[config.mk]
export PLATFORM = sky130hd
export DESIGN_NAME = gpf_addr_gen
export DESIGN_NICKNAME = d
export VERILOG_FILES = /design/src/rtl/gpf_pkg.sv /design/src/rtl/gpf_lane_mask.sv /design/src/rtl/gpf_pick_first.sv /design/src/rtl/gpf_addr_calc.sv /design/src/rtl/gpf_addr_gen.sv
export SDC_FILE = /design/constraint.sdc
export NUM_CORES = 1
export LEC_CHECK = 0
export BUFFER_PORTS_ARGS = -buffer_cell sky130_fd_sc_hd__buf_4
export CAP_MARGIN = 10
export CORE_ASPECT_RATIO = 2
export CORE_MARGIN = 8
export CORE_UTILIZATION = 55
export CTS_CLUSTER_SIZE = 8
export DETAILED_ROUTE_END_ITERATION = 10
export PLACE_DENSITY = 0.87
export SLEW_MARGIN = 10
export SYNTH_ARGS = -nofsm -noshare
export SYNTH_HDL_FRONTEND = slang
export SYNTH_SLANG_ARGS = --single-unit
[constraint.sdc]
create_clock -name clk -period 19.3 [get_ports clk]
set_input_delay 0.965 -clock clk [delete_from_list [all_inputs] [get_ports clk]]
set_output_delay 0.965 -clock clk [all_outputs]
set_load 0.02 [all_outputs]
[src/rtl/gpf_pkg.sv]
package gpf_pkg;

  typedef enum logic [1:0] {
    GPF_W32_O32  = 2'd0,
    GPF_W64_O32  = 2'd1,
    GPF_W64_O64  = 2'd2,
    GPF_W64_O64B = 2'd3
  } gpf_mode_e;

  typedef struct packed {
    logic       store;
    logic [1:0] level;
    logic       stream;
  } gpf_hint_t;

  function automatic gpf_hint_t gpf_split_hint(input logic [3:0] code);
    gpf_hint_t h;
    h.store  = code[3];
    h.level  = code[2:1];
    h.stream = code[0];
    return h;
  endfunction

endpackage

[src/rtl/gpf_lane_mask.sv]
module gpf_lane_mask
  import gpf_pkg::*;
#(
  parameter int VLEN = 256,
  localparam int NE   = VLEN / 32,
  localparam int NE64 = VLEN / 64,
  localparam int PW   = VLEN / 8
) (
  input  logic [PW-1:0] pred,
  input  gpf_mode_e     mode,
  output logic [NE-1:0] active
);

  logic narrow;
  assign narrow = (mode == GPF_W32_O32);

  for (genvar e = 0; e < NE; e++) begin : g_lane
    if (e < NE64) begin : g_both
      assign active[e] = narrow ? pred[4*e] : pred[8*e];
    end else begin : g_narrow_only
      assign active[e] = narrow ? pred[4*e] : 1'b0;
    end
  end

endmodule

[src/rtl/gpf_pick_first.sv]
module gpf_pick_first #(
  parameter int N  = 8,
  localparam int IW = (N > 1) ? $clog2(N) : 1
) (
  input  logic [N-1:0]  mask,
  output logic          any,
  output logic [IW-1:0] idx
);

  always_comb begin
    any = 1'b0;
    idx = '0;
    for (int i = N - 1; i >= 0; i--) begin
      if (mask[i]) begin
        any = 1'b1;
        idx = IW'(i);
      end
    end
  end

endmodule

[src/rtl/gpf_addr_calc.sv]
module gpf_addr_calc
  import gpf_pkg::*;
#(
  parameter int VLEN = 256,
  localparam int NE   = VLEN / 32,
  localparam int NE64 = VLEN / 64,
  localparam int IW   = $clog2(NE)
) (
  input  logic [63:0]     base,
  input  logic [VLEN-1:0] vec,
  input  logic [IW-1:0]   idx,
  input  gpf_mode_e       mode,
  input  logic            sext,
  output logic [63:0]     addr
);

  logic [31:0] word32 [NE];
  logic [63:0] word64 [NE];

  for (genvar e = 0; e < NE; e++) begin : g_w32
    assign word32[e] = vec[32*e +: 32];
  end

  for (genvar e = 0; e < NE; e++) begin : g_w64
    if (e < NE64) begin : g_real
      assign word64[e] = vec[64*e +: 64];
    end else begin : g_pad
      assign word64[e] = '0;
    end
  end

  logic [31:0] low;
  logic [63:0] offset;

  always_comb begin
    low = (mode == GPF_W32_O32) ? word32[idx] : word64[idx][31:0];
    unique case (mode)
      GPF_W32_O32, GPF_W64_O32: offset = sext ? {{32{low[31]}}, low} : {32'h0, low};
      default:                  offset = word64[idx];
    endcase
  end

  assign addr = base + (offset << 2);

endmodule

[src/rtl/gpf_addr_gen.sv]
module gpf_addr_gen
  import gpf_pkg::*;
#(
  parameter int VLEN = 256,
  localparam int IW  = $clog2(VLEN / 32)
) (
  input  logic              clk,
  input  logic              rst_n,
  input  logic              cmd_valid,
  output logic              cmd_ready,
  input  logic [63:0]       cmd_base,
  input  logic [VLEN-1:0]   cmd_index,
  input  logic [VLEN/8-1:0] cmd_pred,
  input  logic [1:0]        cmd_mode,
  input  logic              cmd_sext,
  input  logic [3:0]        cmd_hint,
  output logic              req_valid,
  input  logic              req_ready,
  output logic [63:0]       req_addr,
  output logic [IW-1:0]     req_elem,
  output logic              req_store,
  output logic [1:0]        req_level,
  output logic              req_stream,
  output logic              done
);

  localparam int NE = VLEN / 32;

  logic            busy_q;
  logic            done_q;
  logic [NE-1:0]   rem_q;
  logic [63:0]     base_q;
  logic [VLEN-1:0] vec_q;
  gpf_mode_e       mode_q;
  logic            sext_q;
  gpf_hint_t       hint_q;

  logic [NE-1:0]   new_mask;
  logic            new_any;
  logic [IW-1:0]   new_first;
  logic            pick_any;
  logic [IW-1:0]   pick_idx;
  logic [NE-1:0]   rem_clr;
  logic            accept;
  logic            fire;

  gpf_lane_mask #(.VLEN(VLEN)) u_mask (
    .pred   (cmd_pred),
    .mode   (gpf_mode_e'(cmd_mode)),
    .active (new_mask)
  );

  gpf_pick_first #(.N(NE)) u_new_any (
    .mask (new_mask),
    .any  (new_any),
    .idx  (new_first)
  );

  gpf_pick_first #(.N(NE)) u_pick (
    .mask (rem_q),
    .any  (pick_any),
    .idx  (pick_idx)
  );

  gpf_addr_calc #(.VLEN(VLEN)) u_addr (
    .base (base_q),
    .vec  (vec_q),
    .idx  (pick_idx),
    .mode (mode_q),
    .sext (sext_q),
    .addr (req_addr)
  );

  assign cmd_ready = !busy_q;
  assign accept    = cmd_valid && cmd_ready;
  assign req_valid = busy_q && pick_any;
  assign fire      = req_valid && req_ready;
  assign rem_clr   = rem_q & ~(NE'(1) << pick_idx);

  assign req_elem   = pick_idx;
  assign req_store  = hint_q.store;
  assign req_level  = hint_q.level;
  assign req_stream = hint_q.stream;
  assign done       = done_q;

  always_ff @(posedge clk or negedge rst_n) begin
    if (!rst_n) begin
      busy_q <= 1'b0;
      done_q <= 1'b0;
      rem_q  <= '0;
    end else begin
      done_q <= 1'b0;
      if (accept) begin
        rem_q  <= new_mask;
        busy_q <= new_any;
        done_q <= !new_any;
      end else if (fire) begin
        rem_q <= rem_clr;
        if (rem_clr == '0) begin
          busy_q <= 1'b0;
          done_q <= 1'b1;
        end
      end
    end
  end

  // Operands are captured only when at least one element will issue.
  always_ff @(posedge clk) begin
    if (accept && new_any) begin
      base_q <= cmd_base;
      vec_q  <= cmd_index;
      mode_q <= gpf_mode_e'(cmd_mode);
      sext_q <= cmd_sext;
      hint_q <= gpf_split_hint(cmd_hint);
    end
  end


  hold_stable_chk: assert property (@(posedge clk) disable iff (!rst_n)
    (req_valid && !req_ready) |=> (req_valid && $stable(req_addr) && $stable(req_elem)
                                   && $stable(req_level) && $stable(req_store) && $stable(req_stream)));


  busy_blocks_cmd_chk: assert property (@(posedge clk) disable iff (!rst_n)
    req_valid |-> !cmd_ready);


  ascending_chk: assert property (@(posedge clk) disable iff (!rst_n)
    (req_valid && req_ready) |=> (!req_valid || (req_elem > $past(req_elem))));


  done_excl_chk: assert property (@(posedge clk) disable iff (!rst_n)
    done |-> !req_valid);


  empty_done_chk: assert property (@(posedge clk) disable iff (!rst_n)
    (accept && !new_any) |=> (done && !req_valid));


  first_elem_chk: assert property (@(posedge clk) disable iff (!rst_n)
    (accept && new_any) |=> (req_valid && req_elem == $past(new_first)));

endmodule

==> qor.txt, run 1 <==
Seq cells post-synth: 337
Final Cycle Share: 44.97%
Vias in the first global route: 15650
Run status: finished, final reports clean
Die Ht: 272.6 um
Crit start category: register
Hpwl dp: 45590 um
DIE WIDTH: 144.3 um
Synth top area cells: edfxtp_1, mux4_2, nand2_1, ha_1, a31oi_1
Post-Syn Nets: 1845
Cts repair resizes: 0
Root Driver: clkbuf_16
Synth warn: 0
First-pass GRT wire length: 91500 um
EDFF count, synth: 327
FF+latch area: 10070 um2
Vias: 14570
Initial antenna violation count: 8
Fin cells: 2268
Peak Freq: 115.2 MHz
Critical path class: register to output pin
Met3 WL post-DR: 4854 um
Cell taking the most area after synthesis: edfxtp_1
DR DRC count: 0
Crit-path max FO: 49
Clock skew: 30.28 ps
# nets final: 2237
Slew Limit Fails: 0
Area Overhead vs Synth: 26.24%
TNS Setup: 0 ps
Initial DRC Count: 1388
Routed vias/inst: 6.422
Worst Max-Slew Pin Slew: 1119 ps
Total GRT Usage: 31.57%
Hold Path Class: input port to async pin
Synth Instances: 1420
Drt pass-1 iters: 5
Max-Cap Viols: 0
Post-Syn Area: 18110 um2
CTS tree: done
Top sig layer: met4
Yosys top cell area share: 54.21%
Initial Util: 55.40%
Top FF cell, synth: edfxtp_1
Cell variety after synth: 78
Largest net degree at the start of global routing: 177
Mean Syn Cell Area: 12.76 um2
Final Critical Period: 8679 ps
Total gr overflow: 0
Inst Count DP: 2194
Final estimated routing congestion in global placement: 0.9643
Post-CTS Hold Buffers: 0
Async S/R FF share, synth: 2.967%
Slowest stage cell, crit path: buf_4
Data required, critical path: 18330 ps
Antenna-violating nets left: 0
DIE AREA: 39350 um2
Multi-input logic area: 7639 um2
Endpoints failing setup: 0
Met2 wire length: 32890 um
Slowest stage delay, CP: 720 ps
Latest clock arrival within the worst-skew pair: 560 ps
CP Capture Type: output pin
CTS H-tree lvls: 2
Post-Route WL: 62560 um
Clock-pin slew of the registers on the worst-case setup and hold paths: 50 ps
Drt wl/cell: 27.58 um
Num ports: 437
Clock Path Buffers: 3
# clock sinks: 337
Met1 WL: 19100 um
CTS buffer count: 48
Register area share after synthesis: 55.59%
Setup bufs post-CTS: 0
Core area: 32700 um2
Critical-path cell list: nor2_1, o31ai_2, inv_4, buf_4, mux4_2, a22oi_1, or3b_1, buf_4, nand2_1, ha_1, a21oi_2, nand2_1, a221oi_1, a21o_1, a211o_1, nand4b_1, o311a_1, a21oi_1, nand3_1, o311ai_1, buf_4
Final Hold Viols: 0
Most frequent cell on the critical path: buf_4
Share of cells above drive strength 1: 32.90%
IO buf count: 412
Max_slew headroom: 25.39%
RSZ-0062 raised after global routing: no
Fill cells: 2176
Worst Path Arrival: 7710 ps
Placement Rows: 94
[per-stage QoR]
| step | hold WS (ps) | cell area, um2 | setup slack (ps) | util (%) |
|---|---|---|---|---|
| 2_1_floorplan | 449.8 | 18110 | 1156 | - |
| 3_3_place_gp | 458.4 | 21530 | 11380 | 65.84 |
| 3_5_place_dp | 465.7 | 21530 | 11290 | 65.84 |
| 4_1_cts | 192.4 | 22840 | 10630 | 69.87 |
| 5_1_grt | 208.4 | 22860 | 10240 | 69.92 |
| 6_report | 223.4 | 22870 | 10620 | 69.94 |
[per-layer routing]
metal,track usage [%],up-vias
li1,-,6302
met1,31.18,6967
met2,54.98,1017
met3,6.206,279
met4,27.13,0
met5,0,-
[cell type report]
class | count | area share, %
multi-input combinational | 981 | 33.40
tap | 432 | 2.364
timing repair buffer | 424 | 13.97
inverter | 20 | 0.3611
antenna | 9 | 0.09849
sequential | 337 | 44.04
clock inverter | 4 | 0.2955
clock buffer | 61 | 5.466
[worst paths after layout]
check | end | cells past startpoint | slack, ps | start
max in group asynchronous | rem_q[3] | 1 | 18920 | rst_n
min in group clk | busy_q | 1 | 480 | busy_q
min | rem_q[1] | 1 | 220 | rst_n
min reg2reg | busy_q | 1 | 480 | busy_q
max | req_addr[60] | 21 | 10620 | rem_q[1]
max reg2reg | base_q[43] | 5 | 16030 | busy_q
[placed cells by master (no fill, tap or decap), types with 10 or more instances in the layout]
cell type,count
a21o_1,31
a21oi_1,69
a22o_1,33
a31oi_1,69
buf_4,423
clkbuf_1,13
clkbuf_16,48
dfrtp_1,10
edfxtp_1,327
ha_1,61
inv_1,16
mux4_2,92
nand2_1,243
nand2b_1,10
nand3_1,19
nand4_1,17
nor2_1,81
nor3_1,10
o21a_1,10
o21ai_0,33
o21bai_1,15
xnor2_1,30
xor2_1,26
[worst max-delay path: cells and delay by family, from the launching register on]
kind / cells / cell delay [ps]
AOI/OAI and AO/OA: 9 / 2770
buffers and inverters: 4 / 1900
and+or+nand+nor: 6 / 1080
DFF: 1 / 510
adders and majority gates: 1 / 450
muxes: 1 / 420
[flip-flops by register name (all words and copies together), names as in the netlist]
register    cells
req_store       1
done            1
base_q         64
busy_q          1
req_stream      1
mode_q          2
rem_q           8
req_level       2
vec_q         256
sext_q          1
[cell usage after synthesis, types with 6 or more instances]
library cell / number
inv_1: 16
xnor2_1: 30
o21a_1: 10
edfxtp_1: 327
o21bai_1: 16
nor2b_1: 8
a21o_1: 31
nand4_1: 17
nand2_1: 243
o21ai_0: 33
clkbuf_1: 39
a211oi_1: 8
buf_4: 6
nand3_1: 19
a22o_1: 33
nand2b_1: 10
dfrtp_1: 10
or3_1: 6
buf_2: 34
a21oi_1: 70
and2_1: 7
mux4_2: 92
o21ai_1: 8
xor2_1: 26
ha_1: 61
nor3_1: 11
nor2_1: 83
a31oi_1: 69
[cell families (layout without fill, tap and decap cells)]
group                      count (synthesis)  after routing  share of synthesized area [%]
AOI/OAI and AO/OA                        333            333                          12.69
xor gates and xnor gates                  56             56                          2.708
adders and majority gates                 63             63                          4.379
buffers and inverters                    102            509                          2.473
DFF                                      337            337                          55.59
muxes                                     96             96                          11.66
other                                      0              9                              0
and+or+nand+nor                          433            433                          10.50
Power of run 1 is not shown: default switching activity piles up to over one toggle a cycle in this logic, so the estimate is an artifact.
==> run 2: changes to the inputs <==
==> constraint.sdc (replaced) <==
create_clock -name clk -period 8.7 [get_ports clk]
set_input_delay 0.435 -clock clk [delete_from_list [all_inputs] [get_ports clk]]
set_output_delay 0.435 -clock clk [all_outputs]
set_load 0.02 [all_outputs]
==> run 2 against run 1 <==
  * Cell count increased by 0.40%
  * Cell area up 0.28%
  * Clock skew up 4.6 ps
  * Clock-buffer cell count decreased by 1
  * Die area is the same
  * Register-to-register slack worse by 11000 ps
  * Setup slack got worse by 9500 ps
  * Flip-flop and latch count stayed put
  * Utilization up 0.20 points
  * Critical path type unchanged
  * Largest cell class unchanged
==> qor.txt, run 2 (synthesized netlist as in run 1, its figures left out) <==
Max-Cap Viols: 0 (unchanged)
Drt pass-1 iters: 8 (+3)
CTS buffer count: 48 (unchanged)
Initial antenna violation count: 15 (+7)
Crit start category: register
Antenna-violating nets left: 0 (unchanged)
Placement Rows: 94 (unchanged)
Regs by FF count: vec_q: 256 flops, base_q: 64 flops, rem_q: 8 flops
Total GRT Usage: 31.28% (-0.29 points)
TNS Setup: 0 ps (unchanged)
Peak Freq: 131.8 MHz
Hold Path Sink: vec_q[181]
Worst Path Arrival: 7150 ps (-560 ps)
R2R depth: 5 (unchanged)
Data required, critical path: 8270 ps (-10060 ps)
FF+latch area: 10070 um2 (unchanged)
Clock skew: 34.90 ps (+4.627 ps)
Share of cells above drive strength 1: 33.01% (+0.11 points)
Routed vias/inst: 6.430 (+0.12%)
R2r setup slk: 5430 ps (-10600 ps)
Register name with the most flops: vec_q
Most frequent cells in the layout: buf_4, edfxtp_1, nand2_1
Final Critical Period: 7588 ps
Final Cycle Share: 87.22%
Cts repair resizes: 0 (unchanged)
CTS H-tree lvls: 2 (unchanged)
Largest net degree at the start of global routing: 176 (-0.56%)
First-pass GRT wire length: 91030 um (-0.51%)
Clock-pin slew of the registers on the worst-case setup and hold paths: 50 ps (about the same)
Initial DRC Count: 1435 (+3.4%)
Final estimated routing congestion in global placement: 0.9637 (about the same)
DIE AREA: 39350 um2 (unchanged)
Num ports: 437 (unchanged)
Worst Hold Depth: 1
CTS tree: done
Multi-input logic area: 7639 um2 (unchanged)
Final Hold Viols: 0 (unchanged)
RSZ-0062 raised after global routing: no
Vias in the first global route: 15670 (+0.14%)
DR DRC count: 0 (unchanged)
Worst Max-Slew Pin Slew: 1096 ps (-22.87 ps)
Max FFs per register: 256 (unchanged)
Area Overhead vs Synth: 26.59%
Drt wl/cell: 27.38 um (-0.74%)
Vias: 14640 (+0.51%)
Run status: finished, final reports clean
Initial Util: 55.40% (unchanged)
Hpwl dp: 45440 um (-0.34%)
Endpoints failing setup: 0 (unchanged)
Fill cells: 2256 (+3.7%)
Post-Route WL: 62340 um (-0.35%)
Latest clock arrival within the worst-skew pair: 560 ps (about the same)
Hold Path Class: input port to register
Die Ht: 272.6 um (unchanged)
Slew Limit Fails: 0 (unchanged)
Root Driver: clkbuf_16
Worst reg2reg startpoint: busy_q
Core area: 32700 um2 (unchanged)
Final Core Density: 70.13% (+0.20 points)
Clock Path Buffers: 3 (unchanged)
Setup bufs post-CTS: 0 (unchanged)
Reg-to-reg endpoint: base_q[47]
# clock sinks: 337 (unchanged)
Critical path class: register to output pin
IO buf count: 412 (unchanged)
Max_slew headroom: 26.91% (+1.5 points)
Crit-path max FO: 30 (-39%)
Most common cell after layout, fill and taps aside: buf_4
DIE WIDTH: 144.3 um (unchanged)
Worst Hold Launch: cmd_index[181]
# nets final: 2240 (+0.13%)
Total gr overflow: 0 (unchanged)
CP Capture Type: output pin
[run 2: cell types whose count changed in the layout (fill, tap and decap cells not counted)]
cell	change
buf_12	+2
clkbuf_1	-1
clkinv_4	-1
clkinvlp_4	+1
diode_2	+6
dlygate4sd3_1	+1
inv_2	+1
[run 2: repair_timing]
action                                 CTS  global route
hold buffers                             1             0
endpoints found under the hold margin   10             0
setup endpoints to repair                0             0
[run 2: routing by layer]
metal,GRT usage [%],wire [um]
met5,0,0
met4,26.08,5440
met3,5.874,4897
met2,55.21,32960
met1,30.72,19050
[run 2: final cells by class]
type / instances / area share, %
Sequential cell: 337 / 43.91
Multi-Input combinational cell: 981 / 33.31
Clock inverter: 5 / 0.3056
Clock buffer: 60 / 5.435
Timing Repair Buffer: 427 / 14.15
Antenna cell: 15 / 0.1637
Inverter: 20 / 0.3601
Tap cell: 432 / 2.357
[run 2: how the worst max path moves through the flow]
stage                         endpoint  slack (ps)        start
after floorplan              base_q[0]        1820  cmd_mode[1]
after global placement    req_addr[63]        1950     rem_q[3]
after detailed placement  req_addr[60]        1880     rem_q[1]
after CTS                 req_addr[63]        1260     rem_q[1]
after global routing      req_addr[63]         930     rem_q[1]
final                     req_addr[60]        1110     rem_q[1]
[run 2: worst max-delay path, cell delays in order, from the launching register on]
cell      delay (ps)
dfrtp_1          510
or4_4            580
nor3_2           200
buf_4            500
nand2b_1         220
o221ai_1         240
a31oi_1           70
a22oi_1          200
or3b_1           530
buf_4            370
nand2_1           90
ha_1             420
and4_1           210
a221oi_1         570
a21o_1           220
a211o_1          130
nand4b_1         200
o311a_1          450
a21oi_1          390
nand3_1          140
o311ai_1         120
buf_4            210
[run 2: through the flow]
| step | cell area [um2] | hold slack (ps) | std cells | setup slack, ps |
|---|---|---|---|---|
| after floorplan | 18120 | 139.4 | 1420 | 1822 |
| after global placement | 21570 | 268.5 | 2196 | 1946 |
| after detailed placement | 21570 | 271.6 | 2196 | 1882 |
| after CTS | 22890 | 15.12 | 2262 | 1263 |
| after global routing | 22930 | 28.04 | 2277 | 927.7 |
| final | 22930 | 43.54 | 2277 | 1112 |
Power of run 2 is left out for the same reason.
